**src/rtl/fwd_pkg.sv**
```systemverilog
package fwd_pkg;

    localparam int REG_AW  = 5;
    localparam int NUM_OPS = 2;

    typedef enum logic [1:0] {
        SEL_RF  = 2'b00,
        SEL_MWB = 2'b01,
        SEL_EXM = 2'b10
    } fwd_sel_e;

    typedef struct packed {
        logic              we;
        logic [REG_AW-1:0] rd;
    } dest_t;

    function automatic logic dest_hits(input dest_t d, input logic [REG_AW-1:0] src);
        return d.we && (d.rd != '0) && (d.rd == src);
    endfunction

    function automatic fwd_sel_e pick_source(input logic [REG_AW-1:0] src,
                                             input dest_t exm,
                                             input dest_t mwb);
        if (dest_hits(exm, src))
            return SEL_EXM;
        else if (dest_hits(mwb, src))
            return SEL_MWB;
        else
            return SEL_RF;
    endfunction

endpackage

```
**src/rtl/fwd_operand_sel.sv**
```systemverilog
module fwd_operand_sel
    import fwd_pkg::*;
#(
    parameter int AW = REG_AW
) (
    input  logic [AW-1:0] src,
    input  dest_t         exm,
    input  dest_t         mwb,
    output fwd_sel_e      sel
);

    always_comb begin
        sel = pick_source(src, exm, mwb);
    end

endmodule

```
**src/rtl/fwd_stage_regs.sv**
```systemverilog
module fwd_stage_regs
    import fwd_pkg::*;
#(
    parameter int AW   = REG_AW,
    parameter int NOPS = NUM_OPS
) (
    input  logic                     clk,
    input  logic                     rst,
    input  logic [NOPS-1:0][AW-1:0]  src_d,
    input  dest_t                    exm_d,
    input  dest_t                    mwb_d,
    output logic [NOPS-1:0][AW-1:0]  src_q,
    output dest_t                    exm_q,
    output dest_t                    mwb_q
);

    always_ff @(posedge clk) begin
        if (rst) begin
            src_q <= '0;
            exm_q <= '0;
            mwb_q <= '0;
        end else begin
            src_q <= src_d;
            exm_q <= exm_d;
            mwb_q <= mwb_d;
        end
    end

endmodule

```
**src/rtl/operand_bypass_top.sv**
```systemverilog
module operand_bypass_top
    import fwd_pkg::*;
(
    input  logic              clk,
    input  logic              rst,
    input  logic [REG_AW-1:0] idex_rs_i,
    input  logic [REG_AW-1:0] idex_rt_i,
    input  logic              exm_we_i,
    input  logic [REG_AW-1:0] exm_rd_i,
    input  logic              mwb_we_i,
    input  logic [REG_AW-1:0] mwb_rd_i,
    output logic [1:0]        sel_a_o,
    output logic [1:0]        sel_b_o
);

    localparam int OP_A = 0;
    localparam int OP_B = 1;

    logic [NUM_OPS-1:0][REG_AW-1:0] src_d, src_q;
    dest_t                          exm_d, exm_q, mwb_d, mwb_q;
    fwd_sel_e                       sel_v [NUM_OPS];

    assign src_d[OP_A] = idex_rs_i;
    assign src_d[OP_B] = idex_rt_i;
    assign exm_d       = '{we: exm_we_i, rd: exm_rd_i};
    assign mwb_d       = '{we: mwb_we_i, rd: mwb_rd_i};

    fwd_stage_regs #(.AW(REG_AW), .NOPS(NUM_OPS)) u_regs (
        .clk   (clk),
        .rst   (rst),
        .src_d (src_d),
        .exm_d (exm_d),
        .mwb_d (mwb_d),
        .src_q (src_q),
        .exm_q (exm_q),
        .mwb_q (mwb_q)
    );

    for (genvar g = 0; g < NUM_OPS; g++) begin : g_op
        fwd_operand_sel #(.AW(REG_AW)) u_sel (
            .src (src_q[g]),
            .exm (exm_q),
            .mwb (mwb_q),
            .sel (sel_v[g])
        );
    end

    assign sel_a_o = sel_v[OP_A];
    assign sel_b_o = sel_v[OP_B];

    // first cycle after reset shows register-file selects
    assert_reset_clear_R1: assert property (@(posedge clk) disable iff (rst)
        $past(rst) |-> (sel_a_o == 2'b00 && sel_b_o == 2'b00));

    // a post-execute hit on rs wins regardless of the post-memory stage
    assert_exm_priority_R4: assert property (@(posedge clk) disable iff (rst)
        (exm_q.we && exm_q.rd != '0 && exm_q.rd == src_q[OP_A]) |-> (sel_a_o == 2'b10));

    // zero destinations on both stages never bypass
    assert_zero_dest_R5: assert property (@(posedge clk) disable iff (rst)
        (exm_q.rd == '0 && mwb_q.rd == '0) |-> (sel_a_o == 2'b00 && sel_b_o == 2'b00));

    // no write enables at the inputs means register file after the edge
    assert_no_we_next_R6: assert property (@(posedge clk) disable iff (rst)
        (!exm_we_i && !mwb_we_i) |=> (sel_a_o == 2'b00 && sel_b_o == 2'b00));

    // the unused code never appears
    assert_no_code3_R8: assert property (@(posedge clk) disable iff (rst)
        (sel_a_o != 2'b11 && sel_b_o != 2'b11));

endmodule

```
**config.mk**
```make
export PLATFORM = sky130hd
export DESIGN_NAME = operand_bypass_top
export DESIGN_NICKNAME = d
export VERILOG_FILES = /design/src/rtl/fwd_pkg.sv /design/src/rtl/fwd_operand_sel.sv /design/src/rtl/fwd_stage_regs.sv /design/src/rtl/operand_bypass_top.sv
export SDC_FILE = /design/constraint.sdc
export NUM_CORES = 1
export LEC_CHECK = 0
export BUFFER_PORTS_ARGS = -buffer_cell sky130_fd_sc_hd__buf_2
export CORE_MARGIN = 4
export CORE_UTILIZATION = 44
export DETAILED_ROUTE_END_ITERATION = 8
export PLACE_DENSITY = 0.72
export SETUP_SLACK_MARGIN = 0.2
export SYNTH_ARGS = -nofsm -noshare
export SYNTH_HDL_FRONTEND = slang
export SYNTH_HIERARCHICAL = 1
export SYNTH_SLANG_ARGS = --single-unit
```
**constraint.sdc**
```tcl
create_clock -name clk -period 1 [get_ports clk]
set_input_delay 0.1 -clock clk [delete_from_list [all_inputs] [get_ports clk]]
set_output_delay 0.1 -clock clk [all_outputs]
set_load 0.1 [all_outputs]
```
==> impl_metrics.ini <==
[cts]
cts_sinks = 22
htreeDepth = 1
cts_buffer_depth = 2
numCtsBuffers = 3
path_clk_slew_ns = 0.11
cts_tree = done
root_buffer = clkbuf_4

[status]
violations = setup timing
outcome = finished with violations

[timing]
max_freq_ghz = 0.5663
min_period_ns = 1.766
rsz0062_at_grt = yes
setup_viol_count_final = 4
max_slew_margin_pct = 80.08
tns_ns = -2.846
finalCritPeriodShare_pct = 176.6
worst_slew_pin_slew_ns = 0.2977
hold_violations = 0
final_max_slew_viol_count = 0
setup_ws_ns = -0.7658

[job]
drv_cap = 0

[route]
first_pass_iters = 4
vias = 754
wirelength_mm = 2.134
drtIter0Drc = 2
vias_per_cell = 4.626
drc = 0
ant_nets = 0
wire_per_inst_um = 13.09

[logic_synthesis]
synth_seq_area_share_pct = 46.68
synth_edf_count = 0
synth-main-ff-cell = dfxtp_1
synthTopCellsByCount = dfxtp_1, nor2b_2, xnor2_1
syn_avg_cell_area_um2 = 10.97
yosysMostFrequentCell = dfxtp_1
ys_top_cells_by_area = dfxtp_1, nor2b_2, xnor2_1, xor2_1, o41ai_2
synth_warnings = 6
synth.largest_area_cell = dfxtp_1
ys_seq_elements = 22
netlist.area_leader.share_pct = 46.68
ys_types = 16
syn_nets = 110
syn_inst = 86
synth-async-reset-ratio_pct = 0
syn-cell-area_um2 = 943.4

[worst_setup_path]
crit_required_ns = 0.90
crit_path_max_fanout = 3
critPathMaxStageDelay_ns = 0.36
worstPathCellList = xor2_1, nor3_1, nand3_1, nor3_4, buf_12
cp-start-kind = flop
worst-setup-path-type = reg -> out
critPathCaptureType = output pin
crit_arrival_ns = 1.67
critical-path-slowest-cell = dfxtp_2

[worst_hold_path]
hp-class = in -> reg
hold_depth = 2
worstHoldStart = idex_rs_i[1]
min_to = u_regs/src_q[1]

[place]
port_buffers = 27
place_hpwl_mm = 1.446
gp_congestion = 0.7740

[floorplanning]
start_util_pct = 47.13
rows = 16
die_w_um = 54.31
core_um2 = 2002
die_area_um2 = 2949
die_y_um = 54.31
io_pins = 28

[finish]
drive_gt1_share_pct = 61.76
final_net_count = 161
area_growth_pct = 64.06
fill_cells = 120
diodes = 0

[power]
power_density_nw_per_um2 = 1189
irDropWorstVdd_uv = 984.4
total_power_uw = 1840
p_leak_uw = 0.0006335

[grt]
grt-ovfl-total = 0
grt_usage_pct = 16.44
grt_pass1_vias = 761
grt_max_degree = 14
antenna_found_initial = 0
grt_pass1_wl_mm = 3.381
sequential cells by signal, summed over array words and instances (netlist names):
signal and flops:
u_regs/src_q 10, u_regs/mwb_q 6, u_regs/exm_q 6
per-layer routing:
layer | track usage (%) | share of wire, % | vias up | routed length (µm)
met5 | 0 | 0 | - | 0
met4 | 7.469 | 1.4 | 0 | 29
met3 | 3.270 | 3.0 | 4 | 63
met2 | 28.88 | 52 | 15 | 1120
met1 | 19.02 | 43 | 352 | 920
li1 | - | - | 383 | -
logic make-up (layout without fill, tap and decap cells):
logic type / after synthesis / after routing / share of synthesized area, %
AO/OA/AOI/OAI: 6 / 6 / 7.161
XOR/XNOR: 16 / 16 / 14.85
buffers and inverters: 2 / 52 / 2.387
flip-flops: 22 / 22 / 46.68
AND/OR/NAND/NOR: 40 / 40 / 28.91
power breakdown:
group / leakage, µW / internal (µW) / switching, µW
logic: 0.000424 / 223 / 148
registers: 0.000189 / 923 / 72.6
clock network: 0.0000210 / 222 / 250
area by class of cell:
type,instances,area (µm²),share of cell area [%]
clock buffer,4,36.28,2.344
multi-input combinational,62,604.3,39.05
sequential,22,470.5,30.40
tap,27,33.78,2.183
timing repair buffer,48,402.9,26.03
cell usage in the layout, fill, tap and decap left out, types with 4 or more instances in the layout:
cell type,instances
nor2b_1,5
dfxtp_1,8
xnor2_2,7
buf_12,5
dfxtp_2,9
nand2_1,4
buf_4,5
dlygate4sd3_1,15
xor2_1,6
nor2b_2,15
buf_2,23
nor3_1,4
dfxtp_4,5
metrics by stage:
stage	setup WS, ns	utilization, %	hold WS (ns)	area (µm²)	instances
global route	-0.8078	77.31	0.003643	1548	163
detailed placement	-0.4031	61.88	0.3075	1239	143
finish	-0.7658	77.31	0.003843	1548	163
CTS	-0.7083	74.75	0.001514	1496	162
global placement	-0.3785	61.88	0.3057	1239	143
floorplan	-0.9778	-	0.2252	982.2	86
worst max path at each step:
| stage | start | end | slack [ns] | depth (start not counted) |
|---|---|---|---|---|
| finish | u_regs/src_q[6] | sel_b_o[0] | -0.77 | 5 |
| global route | u_regs/src_q[6] | sel_b_o[0] | -0.81 | 5 |
| CTS | u_regs/exm_q[3] | sel_a_o[0] | -0.71 | 4 |
| detailed placement | u_regs/exm_q[2] | sel_b_o[1] | -0.40 | 5 |
| global placement | u_regs/src_q[0] | sel_a_o[0] | -0.38 | 5 |
| floorplan | u_regs/exm_q[3] | sel_a_o[0] | -0.98 | 4 |
critical path: cells and delay by family (launching register included):
kind | cells | cell delay [ns]
AND/OR/NAND/NOR | 3 | 0.63
flip-flops | 1 | 0.36
buffers and inverters | 1 | 0.20
XOR/XNOR | 1 | 0.18
timing repair:
| action | CTS | global route |
|---|---|---|
| endpoints found under the setup margin | 4 | 4 |
| resized for setup | 14 | 11 |
| hold buffers | 15 | 0 |
| pin swaps | 8 | 6 |
| buffers inserted | 0 | 1 |
| endpoints found under the hold margin | 15 | 0 |
No activity file was read; power rests on OpenSTA's default activity.
